**src/rtl/irq_agg_pkg.sv**
```systemverilog
package irq_agg_pkg;
    localparam int MAX_CH     = 16;
    localparam int GRP_W      = 4;
    localparam int KIND_N     = 3;
    localparam int WORD_W     = 32;
    localparam int CH_PER_WD  = WORD_W / GRP_W;
    localparam int FLAT_W     = MAX_CH * GRP_W;

    localparam int K_HALF  = 0;
    localparam int K_DESC  = 1;
    localparam int K_QUEUE = 2;

    localparam logic [7:0] A_ENA0 = 8'h00;
    localparam logic [7:0] A_ENA1 = 8'h04;
    localparam logic [7:0] A_PND0 = 8'h10;
    localparam logic [7:0] A_PND1 = 8'h14;

    typedef enum logic [2:0] {
        RS_NONE,
        RS_ENA0,
        RS_ENA1,
        RS_PND0,
        RS_PND1
    } reg_sel_e;
endpackage

```
**src/rtl/irq_agg_decode.sv**
```systemverilog
module irq_agg_decode
    import irq_agg_pkg::*;
#(
    parameter int ADDR_W = 8
) (
    input  logic [ADDR_W-1:0] addr_i,
    output reg_sel_e          sel_o
);
    always_comb begin
        unique case (addr_i)
            ADDR_W'(A_ENA0): sel_o = RS_ENA0;
            ADDR_W'(A_ENA1): sel_o = RS_ENA1;
            ADDR_W'(A_PND0): sel_o = RS_PND0;
            ADDR_W'(A_PND1): sel_o = RS_PND1;
            default:         sel_o = RS_NONE;
        endcase
    end
endmodule

```
**src/rtl/irq_agg_chan.sv**
```systemverilog
module irq_agg_chan
    import irq_agg_pkg::*;
(
    input  logic              clk,
    input  logic              rst_n,
    input  logic              ena_wr_i,
    input  logic              pnd_clr_i,
    input  logic [KIND_N-1:0] wgrp_i,
    input  logic [KIND_N-1:0] evt_i,
    output logic [KIND_N-1:0] ena_o,
    output logic [KIND_N-1:0] pnd_o
);
    logic [KIND_N-1:0] clr_mask;

    always_comb begin
        clr_mask = pnd_clr_i ? wgrp_i : '0;
    end

    always_ff @(posedge clk) begin
        if (!rst_n) begin
            ena_o <= '0;
            pnd_o <= '0;
        end else begin
            if (ena_wr_i) begin
                ena_o <= wgrp_i;
            end
            // a new event outranks a clear in the same cycle
            pnd_o <= (pnd_o & ~clr_mask) | evt_i;
        end
    end
endmodule

```
**src/rtl/irq_agg_rdmux.sv**
```systemverilog
module irq_agg_rdmux
    import irq_agg_pkg::*;
(
    input  reg_sel_e            sel_i,
    input  logic [FLAT_W-1:0]   ena_flat_i,
    input  logic [FLAT_W-1:0]   pnd_flat_i,
    output logic [WORD_W-1:0]   rdata_o
);
    always_comb begin
        unique case (sel_i)
            RS_ENA0: rdata_o = ena_flat_i[WORD_W-1:0];
            RS_ENA1: rdata_o = ena_flat_i[FLAT_W-1:WORD_W];
            RS_PND0: rdata_o = pnd_flat_i[WORD_W-1:0];
            RS_PND1: rdata_o = pnd_flat_i[FLAT_W-1:WORD_W];
            default: rdata_o = '0;
        endcase
    end
endmodule

```
**src/rtl/dma_irq_agg.sv**
```systemverilog
module dma_irq_agg
    import irq_agg_pkg::*;
#(
    parameter int NUM_CH = 16,
    parameter int ADDR_W = 8
) (
    input  logic              clk,
    input  logic              rst_n,
    input  logic              reg_wr_i,
    input  logic [ADDR_W-1:0] reg_addr_i,
    input  logic [31:0]       reg_wdata_i,
    output logic [31:0]       reg_rdata_o,
    input  logic [NUM_CH-1:0] evt_half_i,
    input  logic [NUM_CH-1:0] evt_desc_i,
    input  logic [NUM_CH-1:0] evt_queue_i,
    output logic              irq_o
);
    reg_sel_e          sel;
    logic [FLAT_W-1:0] ena_flat;
    logic [FLAT_W-1:0] pnd_flat;
    logic [1:0]        ena_wsel;
    logic [1:0]        pnd_wsel;

    irq_agg_decode #(.ADDR_W(ADDR_W)) u_dec (
        .addr_i (reg_addr_i),
        .sel_o  (sel)
    );

    always_comb begin
        ena_wsel = {reg_wr_i && (sel == RS_ENA1), reg_wr_i && (sel == RS_ENA0)};
        pnd_wsel = {reg_wr_i && (sel == RS_PND1), reg_wr_i && (sel == RS_PND0)};
    end

    for (genvar i = 0; i < MAX_CH; i++) begin : g_ch
        localparam int WD   = i / CH_PER_WD;
        localparam int BASE = (i % CH_PER_WD) * GRP_W;
        if (i < NUM_CH) begin : g_live
            logic [KIND_N-1:0] ena_q;
            logic [KIND_N-1:0] pnd_q;
            logic [KIND_N-1:0] evt;
            always_comb begin
                evt = '0;
                evt[K_HALF]  = evt_half_i[i];
                evt[K_DESC]  = evt_desc_i[i];
                evt[K_QUEUE] = evt_queue_i[i];
            end
            irq_agg_chan u_chan (
                .clk       (clk),
                .rst_n     (rst_n),
                .ena_wr_i  (ena_wsel[WD]),
                .pnd_clr_i (pnd_wsel[WD]),
                .wgrp_i    (reg_wdata_i[BASE +: KIND_N]),
                .evt_i     (evt),
                .ena_o     (ena_q),
                .pnd_o     (pnd_q)
            );
            assign ena_flat[i*GRP_W +: GRP_W] = {1'b0, ena_q};
            assign pnd_flat[i*GRP_W +: GRP_W] = {1'b0, pnd_q};
        end else begin : g_absent
            assign ena_flat[i*GRP_W +: GRP_W] = '0;
            assign pnd_flat[i*GRP_W +: GRP_W] = '0;
        end
    end

    irq_agg_rdmux u_rd (
        .sel_i      (sel),
        .ena_flat_i (ena_flat),
        .pnd_flat_i (pnd_flat),
        .rdata_o    (reg_rdata_o)
    );

    always_ff @(posedge clk) begin
        if (!rst_n) begin
            irq_o <= 1'b0;
        end else begin
            irq_o <= |(ena_flat & pnd_flat);
        end
    end
endmodule

```
**config.mk**
```make
export PLATFORM = sky130hd
export DESIGN_NAME = dma_irq_agg
export DESIGN_NICKNAME = d
export VERILOG_FILES = /design/src/rtl/irq_agg_pkg.sv /design/src/rtl/irq_agg_decode.sv /design/src/rtl/irq_agg_chan.sv /design/src/rtl/irq_agg_rdmux.sv /design/src/rtl/dma_irq_agg.sv
export SDC_FILE = /design/constraint.sdc
export NUM_CORES = 1
export LEC_CHECK = 0
export BUFFER_PORTS_ARGS = -buffer_cell sky130_fd_sc_hd__clkbuf_2
export CAP_MARGIN = 20
export CORE_ASPECT_RATIO = 0.75
export CORE_MARGIN = 10
export CORE_UTILIZATION = 50
export CTS_CLUSTER_SIZE = 8
export DETAILED_ROUTE_END_ITERATION = 10
export PLACE_DENSITY_LB_ADDON = 0.25
export REMOVE_ABC_BUFFERS = 1
export SYNTH_ARGS = -nofsm -noshare
export SYNTH_HDL_FRONTEND = slang
export SYNTH_SLANG_ARGS = --single-unit
```
**constraint.sdc**
```tcl
create_clock -name clk -period 4.6 [get_ports clk]
set_input_delay 0.46 -clock clk [delete_from_list [all_inputs] [get_ports clk]]
set_output_delay 0.46 -clock clk [all_outputs]
set_load 0.005 [all_outputs]
```
==> After elaboration in Yosys (flattened, before gate mapping) <==
Cells that the tools add are included.
W data, S select, Z words.
{ "totals": {"out_inout_bits": 33, "mem_bits_rw": 0, "input_bits": 91, "ff_bits": 97, "n_memories": 0, "word_cells": 113, "latchBits": 0, "mem_bits_ro": 0} }
{ "op_classes": {"n_mux": 18, "order_cmp": 0, "shifts": 0, "n_mul": 0, "n_div": 0, "eq_ne": 7, "reduce_logical": 6, "bitwise": 49, "n_addsub": 0} }
{ "ops": {"columns": ["operator", "n"], "rows": [
  ["$pmux W31 S4", 1],
  ["$reduce_or A64 Y1", 1],
  ["$and A63 B63 Y63", 1],
  ["$and A3 B3 Y3", 16],
  ["$mux W3", 16],
  ["$not A3 Y3", 16],
  ["$or A3 B3 Y3", 16],
  ["$eq A8 B5 Y1 const B", 2],
  ["$pmux W3 S4", 1],
  ["$eq A8 B3 Y1 const B", 1],
  ["$logic_not A8 Y1", 1],
  ["$eq A3 B2 Y1 const B", 2],
  ["$logic_and A1 B1 Y1", 4],
  ["$eq A3 B1 Y1 const B", 1],
  ["$eq A3 B3 Y1 const B", 1]
]} }

==> Depth between registers and ports, before layout <==
Gate-level depths: netlist of run 1.
{ "logic_depth": {"ltp_word": 8, "ltp_mapped": 7, "depth_no_buf": 4} }

==> Cells and area by module <==
From an unflattened synthesis of run 1, not the netlist that was laid out.
{ "unflattened": {"hier_cells": 531, "hier_area_um2": 5268.8} }
{ "modules_own_cells": {"columns": ["mod", "instances", "cells_per_inst", "area_per_inst_um2", "seq_area_each_um2"], "rows": [
  ["irq_agg_chan", 16, 21, 214.0, 120.1],
  ["irq_agg_rdmux", 1, 154, 1471.4, 0.0],
  ["dma_irq_agg", 1, 35, 331.6, 20.0],
  ["irq_agg_decode", 1, 6, 42.5, 0.0]
]} }

==> Worst setup path before layout of run 1 <==
OpenSTA, ideal clock, no wires.
{ "synth_timing": {"path_kind": "input to output", "start": "in reg_addr_i[2]", "end": "out reg_rdata_o[12]", "n_path_buf": 3, "arrival_time_ns": 1.788, "slack_ns": 2.352, "cell_stages": 5, "required_time_ns": 4.140, "cell_sequence": "buf_2 buf_2 buf_1 mux4_2 nor2b_1"} }
{ "synth_via": {"elab_chain_cells": 4, "word_cells_on_any_way": 10, "classes_between": "eq/ne (7); mux (2); reduce/logical (1)"} }
{ "synth_lines": {"columns": ["item", "line", "source"], "rows": [
  ["start, declared", "dma_irq_agg.sv:10", "input logic [ADDR_W-1:0] reg_addr_i,"],
  ["$eq A8 B5 Y1, or another cell as far along", "irq_agg_decode.sv:10", "unique case (addr_i)"],
  ["$pmux W3 S4 (*)", "irq_agg_decode.sv:10", null],
  ["$eq A3 B3 Y1, or another cell as far along", "irq_agg_rdmux.sv:10", "unique case (sel_i)"],
  ["$pmux W31 S4 (*)", "irq_agg_rdmux.sv:10", null],
  ["end, declared", "dma_irq_agg.sv:12", "output logic [31:0] reg_rdata_o,"]
]} }
Mark *: on every way between the ends. The rest lies on a longest branch, timed or not.

==> Worst setup path in the final report of run 1 <==
{ "layout_timing": {"start": "in reg_addr_i[7]", "end": "out reg_rdata_o[21]"} }
The elaborated chain is that of the path after synthesis.

==> metrics.md, run 1 <==
| Metric | Value |
|---|---|
| Status | completed |
| Core Box Area | 9010 um2 |
| Worst hold slack | 0.321 ns |
| P_leak | 2.32 nW |
| Clock Skew | 0.00518 ns |
| Crit path max fanout | 24 |
| Worst slew pin tran | 0.919 ns |
| Die W | 131 um |
| Layout cells sized above 1 | 29.7% |
| Fin. Hold Viols | 0 |
| Post-DP HPWL | 8810 um |
| DR vias | 3,702 |
| #FFs+latches synth | 97 |
| Clk_lat worst skew | 0.34 ns |
| Setup ws final | 2.05 ns |
| Min cycle time layout | 2.55 ns |
| Synthesized cell area | 4600 um2 |
| Busiest metal layer after global routing | met2 |
| Hold/Removal Path Class | input port to register |
| RSZ-0062 raised after global routing | false |
| Endpoint type of the worst setup path | output port |
| Final Net Count | 623 |
| Post-Syn Area per Cell | 10.4 um2 |
| Routed wire length | 12,400 um |
| Worst path cell trace | clkbuf_2, or4_4, or2_2, nor2b_1, clkbuf_2 |
| CTS tree | done |
| Most common cell after layout, fill and taps aside | clkbuf_2 |
| Final worst-path cycle share | 55.4% |
| Via density | 5.71 |
| Hold-fix buffers, CTS | 0 |
| Met1 Usage GRT | 23.5% |
| Antenna cell count | 0 |
| Post-synth cell types | 31 |
| Clock transition at path regs | 0.06 ns |
| TNS Setup | 0 ns |
| Power per cell area | 340 nW/um2 |
| Max incr delay on CP | 0.58 ns |
| # H-tree levels | 3 |
| Die area | 13,500 um2 |
| YS warnings | 0 |
| Post-CTS Setup Inserts | 0 |
| Vias in the first global route | 3,937 |
| Remaining global-route overflow | 0 |
| WL/cell | 19.2 um |
| # IOs | 124 |
| Final setup viols | 0 |
| Clk sinks | 97 |
| Primary FF master, synth | dfxtp_1 |
| Initial DRC Count | 249 |
| Critical Path RT | 4.14 ns |
| Max Buffers Root-to-Sink | 2 |
| Rows | 30 |
| Area Overhead vs Synth | 18.2% |
| Pins Over Slew Limit | 0 |
| CP dominant cell by count | clkbuf_2 |
| DRT Pass-1 Iters | 5 |
| Post-Synthesis Cells | 442 |
| Largest net degree at the start of global routing | 71 |
| Antenna viol nets, final | 0 |
| Cell area after layout | 5430 um2 |
| RD Place Congestion | 0.803 |
| Peak Freq | 392 MHz |
| Crit-path slowest cell | or4_4 |
| Slew HR | 38.7% |
| Setup WS pre-CTS | 1.78 ns |
| Post-Place Cell Area | 5120 um2 |
| CTS Buf Count | 9 |
| Chip Height | 103 um |
| Fin util | 60.3% |
| Crit start category | input port |
| DRC | 0 |
| Starting Density | 51.0% |
| Gr usage total | 18.9% |
| CP Class | input port to output port |
| Met3 Use GR | 7.09% |
| Arrival time at the worst endpoint | 2.09 ns |
| Peak supply drop | 0.218 mV |
| First-pass GRT wire length | 19,900 um |
| Post-CTS sizing | 0 |
| Async SR Flop Fraction | 0% |
| Commonest non-fill, non-tap cells in the layout | clkbuf_2, dfxtp_1, nand2_1 |
| Post-synth EDFFs | 0 |
| Port Buf Inserts | 107 |
| GR Util met2 | 30.0% |
| Max-Cap Viols | 0 |
| Seq/Total Area, Yosys | 42.3% |
| Initial antenna violation count | 0 |
| Root Buffer | clkbuf_16 |
==> synth_stat cells (6+ instances only) <==
cell type / instances / area share, %
dfxtp_1: 97 / 42
nand2_1: 50 / 4.1
o21a_1: 48 / 7.8
a21boi_0: 42 / 6.9
mux2i_1: 24 / 5.2
mux4_2: 24 / 12
nand3_1: 24 / 2.6
nor2b_1: 24 / 3.3
o21ai_1: 16 / 1.7
clkbuf_1: 14 / 1.1
a221oi_1: 12 / 2.3
a22o_1: 12 / 2.3
buf_2: 9 / 0.98
buf_4: 8 / 1.3
a21boi_1: 6 / 0.98
==> final timing paths <==
path,startpoint,to,slack [ns],cells after the start
setup / recovery,reg_addr_i[7],reg_rdata_o[21],2.05,5
hold / removal,evt_half_i[2],g_ch[2].g_live.u_chan.pnd_o[0]$_SDFF_PN0_,0.32,2
setup reg to reg,g_ch[11].g_live.u_chan.pnd_o[0]$_SDFF_PN0_,irq_o$_SDFF_PN0_,3.11,4
hold reg to reg,g_ch[2].g_live.u_chan.ena_o[1]$_SDFFE_PN0P_,g_ch[2].g_live.u_chan.ena_o[1]$_SDFFE_PN0P_,0.48,2
==> per-layer routing <==
layer,vias to the layer above,routed length [um]
met5,-,0
met4,0,138
met3,12,1270
met2,144,5590
met1,1749,5410
li1,1797,-
==> through the flow <==
step / total power, W / instances
after global routing: 0.00192 / 648
final: 0.00185 / 648
after CTS: 0.00186 / 648
after detailed placement: 0.00107 / 633
after global placement: 0.00107 / 633
after floorplan: 0.000987 / 409
==> registers in the layout (all words and copies together), names as in the netlist <==
name                      flops
irq_o                         1
g_ch.g_live.u_chan.pnd_o     48
g_ch.g_live.u_chan.ena_o     48
==> critical path, delay by kind of cell <==
kind / cells / cell delay, ns
buffers and inverters: 2 / 0.24
AND/OR/NAND/NOR: 3 / 1.38
==> where the power goes <==
| group | total (W) | internal, W | switching (W) |
|---|---|---|---|
| sequential | 0.000897 | 0.000871 | 0.0000263 |
| clock | 0.000790 | 0.000488 | 0.000302 |
| combinational | 0.000159 | 0.0000867 | 0.0000725 |
| total | 0.00185 | 0.00145 | 0.000401 |
==> logic make-up (layout without fill, tap and decap cells) <==
kind of cell / after synthesis / in the layout / share of synthesized area (%)
buffers and inverters: 41 / 128 / 4.82
AND/OR/NAND/NOR: 110 / 110 / 12.5
other: 1 / 8 / 0.0816
multiplexers: 48 / 48 / 17.0
flip-flops: 97 / 97 / 42.3
AO/OA/AOI/OAI: 145 / 145 / 23.4
==> area by class of cell <==
| cell class | count | area, um2 |
|---|---|---|
| clock buffers | 12 | 246 |
| clock inverters | 3 | 65.1 |
| fillers | 794 | 3580 |
| inverters | 1 | 3.75 |
| multi-input cells | 311 | 2460 |
| flip-flops and latches | 97 | 1940 |
| well taps | 112 | 140 |
| repair buffers | 112 | 576 |
No activity file was read; power rests on OpenSTA's default activity.
==> inputs of run 2 (changes only) <==
--- a/config.mk
+++ b/config.mk
@@ -5,6 +5,7 @@
 export SDC_FILE = /design/constraint.sdc
 export NUM_CORES = 1
 export LEC_CHECK = 0
+export ABC_AREA = 1
 export BUFFER_PORTS_ARGS = -buffer_cell sky130_fd_sc_hd__clkbuf_2
 export CAP_MARGIN = 20
 export CORE_ASPECT_RATIO = 0.75
==> constraint.sdc (replaced) <==
create_clock -name clk -period 2.4 [get_ports clk]
set_input_delay 0.24 -clock clk [delete_from_list [all_inputs] [get_ports clk]]
set_output_delay 0.24 -clock clk [all_outputs]
set_load 0.005 [all_outputs]
==> run 2 against run 1 <==
Sequential cell count unchanged. Setup slack worse by 1.5 ns. Clock power increased by 89%. Sequential power up 92%. Synthesized cell count up 58%. Largest power group unchanged. Non-clock buffer count grew 7. Clock-buffer cell count grew 2.
==> metrics.md, run 2 <==
| Metric | Value |
|---|---|
| DRC | 0 (unchanged) |
| Clk sinks | 97 (unchanged) |
| Hold-fix buffers, CTS | 0 (unchanged) |
| DRT Pass-1 Iters | 5 (unchanged) |
| R2r startpoint | g_ch[14].g_live.u_chan.pnd_o[1]$_SDFF_PN0_ (was g_ch[11].g_live.u_chan.pnd_o[0]$_SDFF_PN0_) |
| Rows | 30 (unchanged) |
| Crit-path slowest cell | nor2_4 (was or4_4) |
| # H-tree levels | 3 (unchanged) |
| Port Buf Inserts | 107 (unchanged) |
| Post-synth EDFFs | 0 (unchanged) |
| Remaining global-route overflow | 0 (unchanged) |
| Critical Path RT | 2.16 ns (was 4.14 ns) |
| Chip Height | 103 um (about the same) |
| Crit Reg-Reg Endpoint | irq_o$_SDFF_PN0_ (unchanged) |
| CTS tree | done (unchanged) |
| Most common cell in the netlist | nand2_1 (was dfxtp_1) |
| CP Class | input port to output port (unchanged) |
| Hold/Removal Path Class | input port to register (unchanged) |
| Antenna viol nets, final | 0 (unchanged) |
| Clock transition at path regs | 0.06 ns (about the same) |
| Pins Over Slew Limit | 0 (unchanged) |
| R2R setup slack | 1.32 ns (was 3.11 ns) |
| Hold path cells | 3 (was 2) |
| RD Place Congestion | 0.784 (was 0.803) |
| Initial antenna violation count | 0 (unchanged) |
| Core Box Area | 9010 um2 (unchanged) |
| Worst reg2reg path depth | 8 (was 4) |
| Final Net Count | 880 (was 623) |
| Power per cell area | 632 nW/um2 (was 340 nW/um2) |
| Max-Cap Viols | 0 (unchanged) |
| Vias in the first global route | 4,700 (was 3,937) |
| Post-Syn Area per Cell | 6.60 um2 (was 10.4 um2) |
| Die area | 13,500 um2 (about the same) |
| Crit path max fanout | 14 (was 24) |
| # IOs | 124 (unchanged) |
| #FFs+latches synth | 97 (unchanged) |
| YS warnings | 0 (unchanged) |
| Clock Skew | 0.00516 ns (was 0.00518 ns) |
| Via density | 5.39 (was 5.71) |
| Most common cell after layout, fill and taps aside | nand2_1 (was clkbuf_2) |
| Fin. Hold Viols | 0 (unchanged) |
| Antenna cell count | 0 (unchanged) |
| Post-Synthesis Cells | 698 (was 442) |
| Post-DP HPWL | 9840 um (was 8810 um) |
| Layout cells sized above 1 | 18.9% (was 29.7%) |
| Top Registers | g_ch.g_live.u_chan.ena_o (48), g_ch.g_live.u_chan.pnd_o (48), irq_o (1) (unchanged) |
| Gr usage total | 21.8% (was 18.9%) |
| Max incr delay on CP | 0.35 ns (was 0.58 ns) |
| Hold Crit Endpoint | g_ch[14].g_live.u_chan.pnd_o[1]$_SDFF_PN0_ (was g_ch[2].g_live.u_chan.pnd_o[0]$_SDFF_PN0_) |
| Area Overhead vs Synth | 18.8% (was 18.2%) |
| Placed cell count | 890 (was 633) |
| RSZ-0062 raised after global routing | false (unchanged) |
| Synthesized cell area | 4610 um2 (was 4600 um2) |
| P_leak | 2.51 nW (was 2.32 nW) |
| Synth top area share | 42.1% (was 42.3%) |
| Max Buffers Root-to-Sink | 2 (unchanged) |
| Synth top cells by count | nand2_1, nor2_1, dfxtp_1 (was dfxtp_1, nand2_1, o21a_1) |
| Post-synthesis cell type with the largest combined area | dfxtp_1 (unchanged) |
| Post-synth cell types | 22 (was 31) |
| WL/cell | 15.8 um (was 19.2 um) |
| Largest net degree at the start of global routing | 49 (was 71) |
| Status | completed (unchanged) |
| CTS Buf Count | 9 (unchanged) |
| Initial DRC Count | 360 (was 249) |
| Clk_lat worst skew | 0.34 ns (about the same) |
| Arrival time at the worst endpoint | 1.62 ns (was 2.09 ns) |
| Routed wire length | 14,300 um (was 12,400 um) |
| Fin util | 60.8% (was 60.3%) |
| Peak supply drop | 0.549 mV (was 0.218 mV) |
| Root Buffer | clkbuf_16 (unchanged) |
| Seq/Total Area, Yosys | 42.1% (was 42.3%) |
| Final worst-path cycle share | 77.7% |
| CP dominant cell by count | clkbuf_2 (unchanged) |
| Crit path buffers/inverters | 3 (was 2) |
| Post-CTS Setup Inserts | 0 (unchanged) |
| Hold Startpoint | evt_desc_i[14] (was evt_half_i[2]) |
| Peak Freq | 536 MHz |
| Endpoint type of the worst setup path | output port (unchanged) |
| Post-Layout Cell Count | 906 (was 648) |
| Commonest non-fill, non-tap cells in the layout | nand2_1, nor2_1, clkbuf_2 (was clkbuf_2, dfxtp_1, nand2_1) |
| Min cycle time layout | 1.86 ns |
| First-pass GRT wire length | 23,100 um (was 19,900 um) |
| Post-CTS sizing | 0 (unchanged) |
| Die W | 131 um (about the same) |
| Final setup viols | 0 (unchanged) |
| Starting Density | 51.2% (was 51.0%) |
| Primary FF master, synth | dfxtp_1 (unchanged) |
| DR vias | 4,885 (was 3,702) |
| Family with the most delay on the worst path | simple AND/OR/NAND/NOR gates (unchanged) |
| Async SR Flop Fraction | 0% (unchanged) |
| Crit start category | input port (unchanged) |
| Top cells by area, synth | dfxtp_1, nand2_1, nor2_1 (was dfxtp_1, mux4_2, o21a_1) |
| Worst path cell trace | clkbuf_2, nor2_2, nand2_2, nor2_4, buf_4, nand2_1, nand4_1, clkbuf_2 (was clkbuf_2, or4_4, or2_2, nor2b_1, clkbuf_2) |
run 2: changes by cell type after synthesis, sizes merged, moves of 31 or more:
cell | previous run | this run
o21a | 48 | 0
nor2 | 1 | 144
nand4 | 3 | 48
inv | 1 | 32
a21oi | 0 | 48
a21boi | 48 | 0
nand2 | 50 | 205
run 2: worst max-delay path by stage:
stage	startpoint	cells past startpoint	slack [ns]	end
after floorplan	reg_addr_i[7]	5	-0.02	reg_rdata_o[0]
after global placement	reg_addr_i[2]	8	0.57	g_ch[1].g_live.u_chan.ena_o[0]$_SDFFE_PN0P_
after detailed placement	reg_addr_i[7]	8	0.51	g_ch[0].g_live.u_chan.ena_o[1]$_SDFFE_PN0P_
after CTS	reg_addr_i[7]	8	0.54	reg_rdata_o[29]
after global routing	reg_addr_i[7]	8	0.45	reg_rdata_o[25]
final	reg_addr_i[7]	8	0.54	reg_rdata_o[29]
run 2: kinds of logic after synthesis:
family	synth area share, %
AOI/OAI and AO/OA	10.4
DFF	42.1
other	0.0814
and+or+nand+nor	39.0
buffers and inverters	8.33
run 2: metrics by stage:
stage	total power (W)	setup TNS [ns]	instance area [um2]	worst slack [ns]	hold slack [ns]
after floorplan	0.00185	-0.637	4380	-0.0218	0.338
after global placement	0.00199	0	5170	0.569	0.446
after detailed placement	0.00201	0	5170	0.508	0.453
after CTS	0.00348	0	5480	0.541	0.0896
after global routing	0.00359	0	5480	0.451	0.0996
final	0.00346	0	5480	0.536	0.0970
run 2: tightest hold or removal path, stage by stage:
cell      delay (ns)
clkbuf_2        0.07
a21oi_1         0.03
nor2_1          0.07
run 2: per-layer routing:
layer | GRT usage [%] | share of wire, % | up-vias
li1 | - | - | 2425
met1 | 26.5 | 41 | 2242
met2 | 35.4 | 47 | 196
met3 | 7.81 | 10 | 22
met4 | 6.73 | 1.6 | 0
met5 | 0 | 0 | -
run 2: cell type report:
class                           instances  area, um2
Clock inverter                          2       35.0
Sequential cell                        97       1940
Inverter                               34        130
Clock buffer                           14        274
Timing Repair Buffer                  119        638
Fill cell                             905       3530
Tap cell                              112        140
Multi-Input combinational cell        528       2320
run 2: power breakdown:
part | leakage (nW) | internal, W | switching, W
clock network | 0.153 | 0.000892 | 0.000593
logic | 1.56 | 0.000104 | 0.000151
registers | 0.797 | 0.00167 | 0.0000495
